## config.mk

```make
export PLATFORM = sky130hd
export DESIGN_NAME = next_word_prefetcher
export DESIGN_NICKNAME = d
export VERILOG_FILES = /design/src/rtl/npf_pkg.sv /design/src/rtl/npf_issue_fsm.sv /design/src/rtl/npf_match_table.sv /design/src/rtl/npf_sat_counter.sv /design/src/rtl/next_word_prefetcher.sv
export SDC_FILE = /design/constraint.sdc
export NUM_CORES = 1
export LEC_CHECK = 0
export ABC_AREA = 1
export BUFFER_PORTS_ARGS = -buffer_cell sky130_fd_sc_hd__clkbuf_2
export CORE_AREA = 2 2 302 304
export DETAILED_ROUTE_END_ITERATION = 10
export DIE_AREA = 0 0 304 306
export PLACE_DENSITY = 0.66
export SLEW_MARGIN = 30
export SYNTH_ARGS = -nofsm -noshare
export SYNTH_HDL_FRONTEND = slang
export SYNTH_HIERARCHICAL = 1
export SYNTH_SLANG_ARGS = --single-unit
export TNS_END_PERCENT = 5
```

## constraint.sdc

```tcl
create_clock -name clk -period 14.4 [get_ports clk]
set_clock_uncertainty 0.2 [all_clocks]
set_input_delay 2.88 -clock clk [delete_from_list [all_inputs] [get_ports clk]]
set_output_delay 2.88 -clock clk [all_outputs]
set_load 0.05 [all_outputs]
```

## src/rtl/npf_pkg.sv

```systemverilog
package npf_pkg;
    localparam int LANES      = 4;
    localparam int AW         = 32;
    localparam int WORD_BYTES = 4;
    localparam int BEN_W      = LANES * WORD_BYTES;
    localparam int VEC_W      = LANES * AW;
    localparam int PC_W       = 32;
    localparam int RD_W       = 5;

    typedef logic [VEC_W-1:0] lane_addr_t;

    typedef enum logic {
        ST_DEMAND   = 1'b0,
        ST_PREFETCH = 1'b1
    } issue_st_e;

    // Index of each statistics counter
    typedef enum int {
        CNT_ISSUED = 0,
        CNT_HIT    = 1,
        CNT_MISS   = 2,
        CNT_USEFUL = 3
    } cnt_idx_e;
    localparam int NCNT = 4;

    function automatic lane_addr_t next_word(input lane_addr_t a);
        lane_addr_t r;
        for (int i = 0; i < LANES; i++) begin
            r[i*AW +: AW] = a[i*AW +: AW] + AW'(WORD_BYTES);
        end
        return r;
    endfunction
endpackage

```

## src/rtl/npf_issue_fsm.sv

```systemverilog
module npf_issue_fsm
    import npf_pkg::*;
#(
    parameter int WID_W = 2,
    parameter int TAG_W = 8
) (
    input  logic                 clk,
    input  logic                 rst,
    input  logic                 up_valid,
    output logic                 up_ready,
    input  logic [WID_W-1:0]     up_wid,
    input  logic [PC_W-1:0]      up_pc,
    input  logic [LANES-1:0]     up_tmask,
    input  lane_addr_t           up_addr,
    input  logic [RD_W-1:0]      up_rd,
    output logic                 dc_valid,
    input  logic                 dc_ready,
    output logic [WID_W-1:0]     dc_wid,
    output logic [PC_W-1:0]      dc_pc,
    output logic [LANES-1:0]     dc_tmask,
    output lane_addr_t           dc_addr,
    output logic [RD_W-1:0]      dc_rd,
    output logic [BEN_W-1:0]     dc_byteen,
    output logic [TAG_W-1:0]     dc_tag,
    output logic                 dc_pref,
    output logic                 dem_fire,
    output logic                 pf_fire
);
    issue_st_e            state_q;
    logic [TAG_W-1:0]     tag_q;
    logic [WID_W-1:0]     hold_wid;
    logic [PC_W-1:0]      hold_pc;
    logic [LANES-1:0]     hold_tmask;
    lane_addr_t           hold_addr;
    logic [RD_W-1:0]      hold_rd;
    logic                 fire;

    always_comb begin
        if (state_q == ST_DEMAND) begin
            dc_valid = up_valid;
            dc_wid   = up_wid;
            dc_pc    = up_pc;
            dc_tmask = up_tmask;
            dc_addr  = up_addr;
            dc_rd    = up_rd;
            dc_pref  = 1'b0;
            up_ready = dc_ready;
        end else begin
            dc_valid = 1'b1;
            dc_wid   = hold_wid;
            dc_pc    = hold_pc;
            dc_tmask = hold_tmask;
            dc_addr  = next_word(hold_addr);
            dc_rd    = hold_rd;
            dc_pref  = 1'b1;
            up_ready = 1'b0;
        end
        dc_byteen = '1;
        dc_tag    = tag_q;
    end

    assign fire     = dc_valid && dc_ready;
    assign dem_fire = fire && (state_q == ST_DEMAND);
    assign pf_fire  = fire && (state_q == ST_PREFETCH);

    always_ff @(posedge clk) begin
        if (rst) begin
            state_q <= ST_DEMAND;
            tag_q   <= '0;
        end else begin
            if (fire) begin
                tag_q <= tag_q + 1'b1;
            end
            if (dem_fire) begin
                state_q <= ST_PREFETCH;
            end else if (pf_fire) begin
                state_q <= ST_DEMAND;
            end
        end
    end

    always_ff @(posedge clk) begin
        if (dem_fire) begin
            hold_wid   <= up_wid;
            hold_pc    <= up_pc;
            hold_tmask <= up_tmask;
            hold_addr  <= up_addr;
            hold_rd    <= up_rd;
        end
    end
endmodule

```

## src/rtl/npf_match_table.sv

```systemverilog
module npf_match_table #(
    parameter int DEPTH = 8,
    parameter int AW    = 32
) (
    input  logic          clk,
    input  logic          rst,
    input  logic          push,
    input  logic [AW-1:0] push_addr,
    input  logic          probe,
    input  logic [AW-1:0] probe_addr,
    output logic          hit
);
    localparam int PTR_W = (DEPTH > 1) ? $clog2(DEPTH) : 1;

    logic [DEPTH-1:0] valid_q;
    logic [AW-1:0]    addr_q [DEPTH];
    logic [PTR_W-1:0] wr_ptr;
    logic [DEPTH-1:0] match;

    generate
        for (genvar g = 0; g < DEPTH; g++) begin : g_cmp
            assign match[g] = valid_q[g] && (addr_q[g] == probe_addr);
        end
    endgenerate

    assign hit = probe && (|match);

    always_ff @(posedge clk) begin
        if (rst) begin
            valid_q <= '0;
            wr_ptr  <= '0;
        end else begin
            if (probe) begin
                valid_q <= valid_q & ~match;
            end
            if (push) begin
                valid_q[wr_ptr] <= 1'b1;
                wr_ptr <= (wr_ptr == PTR_W'(DEPTH-1)) ? '0 : wr_ptr + 1'b1;
            end
        end
    end

    always_ff @(posedge clk) begin
        if (push) begin
            addr_q[wr_ptr] <= push_addr;
        end
    end
endmodule

```

## src/rtl/npf_sat_counter.sv

```systemverilog
module npf_sat_counter #(
    parameter int W = 32
) (
    input  logic         clk,
    input  logic         rst,
    input  logic         inc,
    output logic [W-1:0] cnt
);
    always_ff @(posedge clk) begin
        if (rst) begin
            cnt <= '0;
        end else if (inc && (cnt != '1)) begin
            cnt <= cnt + 1'b1;
        end
    end
endmodule

```

## src/rtl/next_word_prefetcher.sv

```systemverilog
module next_word_prefetcher
    import npf_pkg::*;
#(
    parameter int WID_W     = 2,
    parameter int TAG_W     = 8,
    parameter int TBL_DEPTH = 8,
    parameter int CNT_W     = 32
) (
    input  logic                   clk,
    input  logic                   rst,
    input  logic                   up_valid,
    output logic                   up_ready,
    input  logic [WID_W-1:0]       up_wid,
    input  logic [PC_W-1:0]        up_pc,
    input  logic [LANES-1:0]       up_tmask,
    input  logic [VEC_W-1:0]       up_addr,
    input  logic [RD_W-1:0]        up_rd,
    output logic                   dc_valid,
    input  logic                   dc_ready,
    output logic [WID_W-1:0]       dc_wid,
    output logic [PC_W-1:0]        dc_pc,
    output logic [LANES-1:0]       dc_tmask,
    output logic [VEC_W-1:0]       dc_addr,
    output logic [RD_W-1:0]        dc_rd,
    output logic [BEN_W-1:0]       dc_byteen,
    output logic [TAG_W-1:0]       dc_tag,
    output logic                   dc_pref,
    input  logic                   rsp_valid,
    input  logic [TAG_W-1:0]       rsp_tag,
    input  logic                   rsp_pref,
    input  logic                   rsp_hit,
    input  logic [VEC_W-1:0]       rsp_data,
    output logic                   wb_valid,
    output logic [TAG_W-1:0]       wb_tag,
    output logic                   wb_hit,
    output logic [VEC_W-1:0]       wb_data,
    output logic [CNT_W-1:0]       cnt_issued,
    output logic [CNT_W-1:0]       cnt_pf_hit,
    output logic [CNT_W-1:0]       cnt_pf_miss,
    output logic [CNT_W-1:0]       cnt_useful
);
    logic             dem_fire;
    logic             pf_fire;
    logic             useful_hit;
    logic [NCNT-1:0]  cnt_inc;
    logic [CNT_W-1:0] cnt_val [NCNT];

    npf_issue_fsm #(.WID_W(WID_W), .TAG_W(TAG_W)) issue_i (
        .clk(clk), .rst(rst),
        .up_valid(up_valid), .up_ready(up_ready), .up_wid(up_wid), .up_pc(up_pc),
        .up_tmask(up_tmask), .up_addr(up_addr), .up_rd(up_rd),
        .dc_valid(dc_valid), .dc_ready(dc_ready), .dc_wid(dc_wid), .dc_pc(dc_pc),
        .dc_tmask(dc_tmask), .dc_addr(dc_addr), .dc_rd(dc_rd), .dc_byteen(dc_byteen),
        .dc_tag(dc_tag), .dc_pref(dc_pref),
        .dem_fire(dem_fire), .pf_fire(pf_fire)
    );

    // Lane 0 of dc_addr is the prefetch address when pf_fire, the demand one when dem_fire
    npf_match_table #(.DEPTH(TBL_DEPTH), .AW(AW)) table_i (
        .clk(clk), .rst(rst),
        .push(pf_fire), .push_addr(dc_addr[AW-1:0]),
        .probe(dem_fire), .probe_addr(dc_addr[AW-1:0]),
        .hit(useful_hit)
    );

    // Response return path
    assign wb_valid = rsp_valid && !rsp_pref;
    assign wb_tag   = rsp_tag;
    assign wb_hit   = rsp_hit;
    assign wb_data  = rsp_data;

    always_comb begin
        cnt_inc             = '0;
        cnt_inc[CNT_ISSUED] = pf_fire;
        cnt_inc[CNT_HIT]    = rsp_valid && rsp_pref && rsp_hit;
        cnt_inc[CNT_MISS]   = rsp_valid && rsp_pref && !rsp_hit;
        cnt_inc[CNT_USEFUL] = useful_hit;
    end

    generate
        for (genvar g = 0; g < NCNT; g++) begin : g_cnt
            npf_sat_counter #(.W(CNT_W)) cnt_i (
                .clk(clk), .rst(rst), .inc(cnt_inc[g]), .cnt(cnt_val[g])
            );
        end
    endgenerate

    assign cnt_issued  = cnt_val[CNT_ISSUED];
    assign cnt_pf_hit  = cnt_val[CNT_HIT];
    assign cnt_pf_miss = cnt_val[CNT_MISS];
    assign cnt_useful  = cnt_val[CNT_USEFUL];
endmodule

```

# Word level (Yosys, flattened, before mapping)
# Memories as Yosys holds them, arrays and structs flattened.
# Index checks and enable logic that the tools add are counted.
[word_totals]
output_inout_bits = 464
mem_bits_rw = 256
reg_bits = 319
memories = 1
elab_cells = 86
inputBits = 314
[memory_table]
columns = ["name", "words", "width", "rd", "rd_clocked_by_memory_dff", "write_ports", "line", "source"]
rows = [
  ["table_i.addr_q", 8, 32, 8, 0, 1, "npf_match_table.sv:16", "logic [AW-1:0] addr_q [DEPTH];"],
]
[classes]
reduce_logical = 25
magnitude_cmp = 2
add_sub_neg = 10
mux = 18
n_eq_ne = 13
bitwise_logic = 4
[op_table]
columns = ["operator", "count"]
rows = [
  ["equality test 32 bit", 8],
  ["adder 32 x 1 -> 32 bit, second input constant", 4],
  ["adder 32 x 3 -> 32 bit, second input constant", 4],
  ["2-to-1 mux 128 bit", 1],
  ["inequality test 32 bit, second input constant", 4],
  ["2-to-1 mux 32 bit", 1],
  ["2-to-1 mux 8 bit", 3],
  ["logical AND 1 bit", 21],
  ["adder 8 x 1 -> 8 bit, second input constant", 1],
  ["AND 8 bit", 1],
  ["2-to-1 mux 1 bit", 8],
  ["inverter 8 bit", 1],
  ["bitwise OR 8 bit", 1],
  ["OR reduction 8 bit", 1],
  ["2-to-1 mux 5 bit", 1],
  ["< comparator 3 x 4 -> 1 bit, second input constant", 1],
  ["2-to-1 mux 4 bit", 1],
  ["adder 3 x 1 -> 3 bit, second input constant", 1],
  ["demux 1 bit (select 3 bit)", 1],
  ["equality test 3 bit, second input constant", 1],
  ["greater-or-equal comparator 3 x 1 -> 1 bit, second input constant", 1],
  ["2-to-1 mux 3 bit", 1],
  ["zero test 1 bit", 2],
  ["2-to-1 mux 2 bit", 1],
  ["other kinds (2)", 2],
]

# Longest topological paths before layout
# Gate-level depths: netlist (run 1).
[depth]
word_depth = 10
mapped_depth = 30
depth_no_buf = 29

# By module
# Netlist (run 1), hierarchy kept.
[by_module_without_submodules]
columns = ["module", "seq_area_each_um2", "area_each_um2", "instances", "cells_each"]
rows = [
  ["npf_match_table", 7907.6, 11961.5, 1, 945],
  ["npf_issue_fsm", 5315.1, 11034.3, 1, 1472],
  ["npf_sat_counter", 640.6, 2062.0, 4, 324],
  ["next_word_prefetcher", 0.0, 1051.0, 1, 143],
]

# Worst setup path before layout (run 1)
# OpenSTA, ideal clock, no wires.
[synth_timing]
path_type = "input port to flip-flop"
from = "input up_valid"
to = "register g_cnt[3].cnt_i.cnt[25]"
arrival_time_ns = 12.037
stages = 16
n_path_buf = 1
t_required_ns = 14.083
setup_time_ns = 0.117
slack_ns = 2.046
cell_sequence = "inv_1 > nand2_2 > nand2_2 > nor2_1 > clkbuf_1 > inv_1 > a21oi_2 > inv_2 > nor2_1 > nand2_1 > inv_2 > nand2_1 > nor2_1 > nand3_1 > nand2_1 > nor2_1"
[synth_between]
elab_chain_cells = 5
[synth_lines]
columns = ["element", "line", "source"]
rows = [
  ["start: declaration", "next_word_prefetcher.sv:11", "input logic up_valid,"],
  ["2-to-1 mux 1 bit", "npf_issue_fsm.sv:39", "if (state_q == ST_DEMAND) begin"],
  ["net dc_valid", "next_word_prefetcher.sv:18", "output logic dc_valid,"],
  ["logical AND 1 bit", "npf_issue_fsm.sv:62", "assign fire = dc_valid && dc_ready;"],
  ["logical AND 1 bit", "npf_issue_fsm.sv:63", "assign dem_fire = fire && (state_q == ST_DEMAND);"],
  ["net dem_fire", "next_word_prefetcher.sv:42", "logic dem_fire;"],
  ["logical AND 1 bit", "npf_match_table.sv:26", "assign hit = probe && (|match);"],
  ["net cnt_inc[3]", "next_word_prefetcher.sv:45", "logic [NCNT-1:0] cnt_inc;"],
  ["logical AND 1 bit", "npf_sat_counter.sv:12", "end else if (inc && (cnt != '1)) begin"],
  ["end signal: assignment", "npf_sat_counter.sv:13", "cnt <= cnt + 1'b1;"],
  ["end: declaration", "npf_sat_counter.sv:7", "output logic [W-1:0] cnt"],
]
# The timed path passes the listed nets, and every way through them passes these cells.
# A chain may end at the register's enable or synchronous reset.

# Worst setup path in the final report (run 1)
[layout_timing]
from = "input up_addr[31]"
to = "output dc_addr[31]"
[layout_between]
elab_chain_cells = 1
[layout_lines]
columns = ["element", "line", "source"]
rows = [
  ["start: declaration", "next_word_prefetcher.sv:16", "input logic [VEC_W-1:0] up_addr,"],
  ["2-to-1 mux 128 bit", "npf_issue_fsm.sv:39", ""],
  ["end: declaration", "next_word_prefetcher.sv:23", "output logic [VEC_W-1:0] dc_addr,"],
]
# Every way passes these cells.

==> impl_metrics.py, run 1 <==
metrics = {
    "global_route": {
        "grt_pass1_vias": 24690,
        "grt_max_degree": 132,
        "grt_use_total_pct": 19.99,
        "antenna_found_initial": 14,
        "grt_pass1_wl_um": 145000,
        "overflow": 0,
    },
    "logic_synthesis": {
        "syn_area_mm2": 0.03229,
        "synth-seq-area-share_pct": 48.88,
        "syn_inst": 3856,
        "postSynthRegisterBits": 575,
        "yosysWarnings": 6,
        "syn_avg_cell_area_um2": 8.375,
        "synthFlopType": "edfxtp_1",
        "synth-edff-count": 427,
        "synthDistinctLibCells": 45,
        "async_reset_ff_share_pct": 0,
    },
    "routing": {
        "dr.pass1.iters": 6,
        "postRouteAntennaNets": 0,
        "post-route-drc-count": 0,
        "vias": 26310,
        "wl_per_cell_um": 17.67,
        "drtIter0Drc": 1984,
        "vias_per_cell": 4.835,
        "totalWireLength_um": 96140,
    },
    "power_and_ir_drop": {
        "total_leakage_power_uw": 0.01526,
        "vdd_drop_max_mv": 0.1030,
        "powerDensity_mw_per_mm2": 115.5,
    },
    "setup_path": {
        "required_ns": 11.32,
        "end_kind": "output port",
        "worstPathArrival_ns": 4.16,
        "crit_start": "up_addr[31]",
        "crit_type": "in -> out",
        "crit_fanout": 17,
        "timing.rr.start": "issue_i/hold_addr[2]$_DFFE_PP_",
        "start_kind": "input pin",
    },
    "clocking": {
        "cts_tree": "built",
        "clk_path_buf_depth": 3,
        "post_cts_buffers": 0,
        "clkLatencyLatePin_ns": 0.64,
        "clk_transition_reported_paths_ns": 0.06,
        "cts-buffers-inserted": 70,
        "cts-htree-levels": 3,
        "ctsResizeCount": 0,
        "ctsHoldBuffers": 0,
        "cts_sinks": 575,
        "root_buffer": "clkbuf_16",
    },
    "placed_design": {
        "dpl_cell_area_mm2": 0.03463,
        "dp_cells": 5306,
        "port_buffers": 489,
        "dp_hpwl_um": 71270,
        "place_congestion": 0.9333,
    },
    "floorplan": {
        "chipHeight_um": 306,
        "boundaryPins": 778,
        "die_area_mm2": 0.09302,
        "fp.dieW_um": 304,
        "rows": 110,
        "fp.coreArea_mm2": 0.08960,
        "start_util_pct": 36.04,
    },
    "layout": {
        "postLayoutCoreUtil_pct": 41.34,
        "layout.nets": 4527,
        "area_growth_pct": 14.69,
        "drive_above_1_share_pct": 20.46,
        "mostFrequentLayoutCell": "nand2_1",
        "final_cell_mix": "nand2_1, nor2_1, clkbuf_2",
        "final_area_mm2": 0.03704,
        "finalNonFillerCells": 5442,
    },
    "sta": {
        "fin_crit_sh_pct": 50.28,
        "holdWs_ns": 0.2978,
        "setup_viol": 0,
        "maxSlewViolCount": 0,
        "relSlewSlack_pct": 37.78,
        "finalHoldViolCount": 0,
        "fmaxAchievable_mhz": 138.1,
        "timing_worst_slew_pin_value_ns": 0.9332,
        "setup_tns_ns": 0,
        "rsz0062_at_grt": "no",
        "post-route-min-period_ns": 7.241,
    },
    "run_status": {
        "status": "finished, final reports clean",
    },
    "run": {
        "cap_violations": 0,
    },
    "worst_hold_path": {
        "hold_class": "reg -> reg",
        "hp-start": "table_i/valid_q[7]$_SDFF_PP0_",
    },
}
-- flip-flops by register name (all words and copies together) (netlist names), 3 cells and up --
register and flops:
table_i/valid_q 8, table_i/wr_ptr 3, g_cnt.cnt_i/cnt 128, table_i/addr_q 256, issue_i/hold_pc 32, issue_i/hold_tmask 4, issue_i/dc_tag 8, issue_i/hold_rd 5
issue_i/hold_addr 128
-- metal layers --
layer / part of all wire (%) / routed length [um] / GRT usage (%)
met3: 8.1 / 7818 / 5.848
met4: 2.8 / 2699 / 6.607
met5: 0.29 / 276 / 1.602
met2: 47 / 45030 / 32.97
met1: 42 / 40320 / 24.93
-- critical path: stages --
cell and delay [ns]:
clkbuf_2 0.09, nand2_1 0.06, nand2_1 0.67, clkbuf_2 0.45
-- cell usage after synthesis, drive strengths merged (21+ instances only) --
cell type / instances / area, um2
nand4: 62 / 437.9
inv: 273 / 1032
edfxtp: 427 / 12820
dfxtp: 148 / 2963
a31oi: 21 / 131.4
nand2: 1314 / 5132
xnor2: 238 / 2100
nand3: 264 / 1461
o21ai: 44 / 220.2
nor2: 612 / 2781
clkbuf: 21 / 78.83
buf: 236 / 1882
a21oi: 98 / 509.2
-- cell families (layout without fill, tap and decap cells) --
family          count (synthesis)  after routing  share of synthesized area, %
other cells                     1             25                       0.01161
compound gates                169            169                         2.805
simple gates                 2309           2309                         31.55
flops                         575            575                         48.88
buf+inv                       534            920                         9.314
xor+xnor                      257            257                         7.016
fa+ha+maj                      11             11                        0.4262
-- layout make-up --
cell class	count	area (um2)
clock buffer	82	1838
sequential	575	15790
antenna	9	22.52
multi-input combinational	2762	13660
timing repair buffer	516	2663
tap	1176	1471
inverter	277	1050
fill	8901	52560
clock inverter	45	543.0
-- through the flow --
stage	setup WS, ns	power (uW)
after detailed placement	7.160	2478
after floorplan	2.046	2428
after global placement	7.179	2470
final	7.159	4276
after CTS	7.161	4324
after global routing	7.082	4429
-- where the power goes --
part	total, uW	internal [uW]	switching (uW)
logic	585	145	439
registers	1860	1830	27.5
clock network	1830	1080	758
-- worst paths after layout --
| kind | end | slack (ns) | cells past startpoint |
|---|---|---|---|
| worst max-delay path | dc_addr[31] | 7.16 | 4 |
| worst min-delay path | table_i/valid_q[7]$_SDFF_PP0_ | 0.30 | 2 |
| worst max register to register | g_cnt[3].cnt_i/cnt[19]$_SDFFE_PP0P_ | 8.81 | 24 |
| worst min register to register | table_i/valid_q[7]$_SDFF_PP0_ | 0.30 | 2 |
Power figures use the tool's default switching activity.
==> inputs of run 2 (changes only) <==
- clock period: 14.4 -> 6.7 ns (I/O delays scaled with it)
==> impl_metrics.py, run 2 (synthesis gave the netlist of run 1 again) <==
metrics = {
    "sta": {
        "maxSlewViolCount": 0,
        "timing_worst_slew_pin_value_ns": 0.9477,
        "setup_viol": 0,
        "fmaxAchievable_mhz": 204.8,
        "rsz0062_at_grt": "no",
        "finalHoldViolCount": 0,
        "post-route-min-period_ns": 4.882,
        "relSlewSlack_pct": 36.82,
        "fin_crit_sh_pct": 72.87,
        "setup_tns_ns": 0,
    },
    "routing": {
        "wl_per_cell_um": 17.50,
        "vias": 26340,
        "postRouteAntennaNets": 0,
        "vias_per_cell": 4.845,
        "drtIter0Drc": 1948,
        "totalWireLength_um": 95130,
        "dr.pass1.iters": 6,
        "post-route-drc-count": 0,
    },
    "global_route": {
        "antenna_found_initial": 12,
        "grt_pass1_wl_um": 144500,
        "grt_pass1_vias": 24470,
        "grt_use_total_pct": 19.90,
        "overflow": 0,
        "grt_max_degree": 82,
    },
    "setup_path": {
        "required_ns": 7.02,
        "crit_type": "reg -> reg",
        "crit_fanout": 18,
        "start_kind": "register",
        "worstPathArrival_ns": 5.20,
        "end_kind": "register",
    },
    "layout": {
        "top_regs": "table_i/addr_q x256, g_cnt.cnt_i/cnt x128, issue_i/hold_addr x128",
        "final_cell_mix": "nand2_1, nor2_1, clkbuf_2",
        "mostFrequentLayoutCell": "nand2_1",
        "area_growth_pct": 14.87,
        "largest_register_ffs": 256,
        "regMostFlops": "table_i/addr_q",
        "layout.nets": 4524,
        "final_area_mm2": 0.03710,
        "drive_above_1_share_pct": 20.30,
    },
    "run_status": {
        "status": "finished, final reports clean",
    },
    "clocking": {
        "clk_path_buf_depth": 3,
        "post_cts_buffers": 0,
        "cts_tree": "built",
        "ctsHoldBuffers": 0,
        "cts-buffers-inserted": 68,
        "cts_sinks": 575,
        "ctsResizeCount": 0,
        "root_buffer": "clkbuf_16",
        "clk_transition_reported_paths_ns": 0.06,
        "clkLatencyLatePin_ns": 0.65,
        "cts-htree-levels": 3,
    },
    "run": {
        "cap_violations": 0,
    },
    "power_and_ir_drop": {
        "vdd_drop_max_mv": 0.1976,
        "total_leakage_power_uw": 0.01525,
        "finalPower_uw": 9077,
        "powerDensity_mw_per_mm2": 244.7,
    },
    "floorplan": {
        "start_util_pct": 36.04,
        "fp.coreArea_mm2": 0.08960,
        "boundaryPins": 778,
        "rows": 110,
        "die_area_mm2": 0.09302,
        "fp.dieW_um": 304,
        "chipHeight_um": 306,
    },
    "worst_hold_path": {
        "hold_class": "reg -> reg",
    },
    "placed_design": {
        "port_buffers": 489,
        "dpl_cell_area_mm2": 0.03471,
        "place_congestion": 0.9653,
        "dp_hpwl_um": 70830,
    },
}
[run 2: changes by cell type in the layout (fill, tap and decap cells not counted), moves of 4 or more]
cell / delta
buf_16: +6
buf_4: -8
clkbuf_8: +7
clkinv_2: -4
o21ai_1: +5
o21ai_2: -6
[run 2: path summary, 6_finish.rpt]
kind / startpoint / endpoint / slack, ns / cells after the start
setup / recovery: issue_i/hold_addr[13]$_DFFE_PP_ / g_cnt[3].cnt_i/cnt[17]$_SDFFE_PP0P_ / 1.82 / 26
hold / removal: table_i/valid_q[1]$_SDFF_PP0_ / table_i/valid_q[1]$_SDFF_PP0_ / 0.30 / 2
setup reg to reg: issue_i/hold_addr[13]$_DFFE_PP_ / g_cnt[3].cnt_i/cnt[17]$_SDFFE_PP0P_ / 1.82 / 26
hold reg to reg: table_i/valid_q[1]$_SDFF_PP0_ / table_i/valid_q[1]$_SDFF_PP0_ / 0.30 / 2
[run 2: power breakdown]
group / internal (uW) / switching, uW / leakage [uW]
Clock: 2210 / 1620 / 0.00113
Combinational: 311 / 945 / 0.00902
Sequential: 3930 / 60.0 / 0.00511
Total: 6450 / 2620 / 0.0153
[run 2: worst max-delay path, cell delays in order, from the launching register on]
cell and delay (ns):
edfxtp_1 0.55, nand2_1 0.12, nor2_1 0.19, nand2_1 0.12
nor2_1 0.20, nand2_1 0.07, nand2_1 0.06, nand3_1 0.12
nand2_1 0.61, xnor2_1 0.19, nand2_1 0.08, nor2_1 0.15
nand2_1 0.16, nor2_1 0.18, nand3_1 0.09, nand2_1 0.07
nor2_1 0.06, a21oi_2 0.45, inv_2 0.19, nor2_1 0.22
nand2_1 0.11, inv_2 0.09, nand2_1 0.09, nor2_1 0.15
nand3_2 0.08, nand2_1 0.07, nor2_1 0.05
[run 2: metal layers]
layer | GRT usage [%] | vias up | share of wire [%]
met3 | 5.564 | 182 | 8.1
met2 | 31.62 | 1007 | 46
met1 | 25.41 | 12200 | 42
met5 | 1.034 | - | 0.10
li1 | - | 12930 | -
met4 | 8.238 | 12 | 3.5
[run 2: layout make-up]
type,count,area [um2]
multi-input cells,2762,13650
flip-flops and latches,575,15790
repair buffers,515,2770
well taps,1176,1471
inverters,277,1050
clock inverters,39,493.0
clock buffers,84,1852
diodes,8,20.02
fillers,8901,52500
[run 2: through the flow]
step           utilization [%]  hold WS (ns)  instances  setup WS (ns)
5_1_grt                  41.40        0.3285       5435          1.154
3_5_place_dp             38.74        0.2860       5305          1.631
4_1_cts                  41.36        0.3007       5428          1.773
2_1_floorplan                -        0.2613       3871         0.6205
6_report                 41.40        0.3002       5436          1.818
3_3_place_gp             38.55        0.2728       5299          1.677
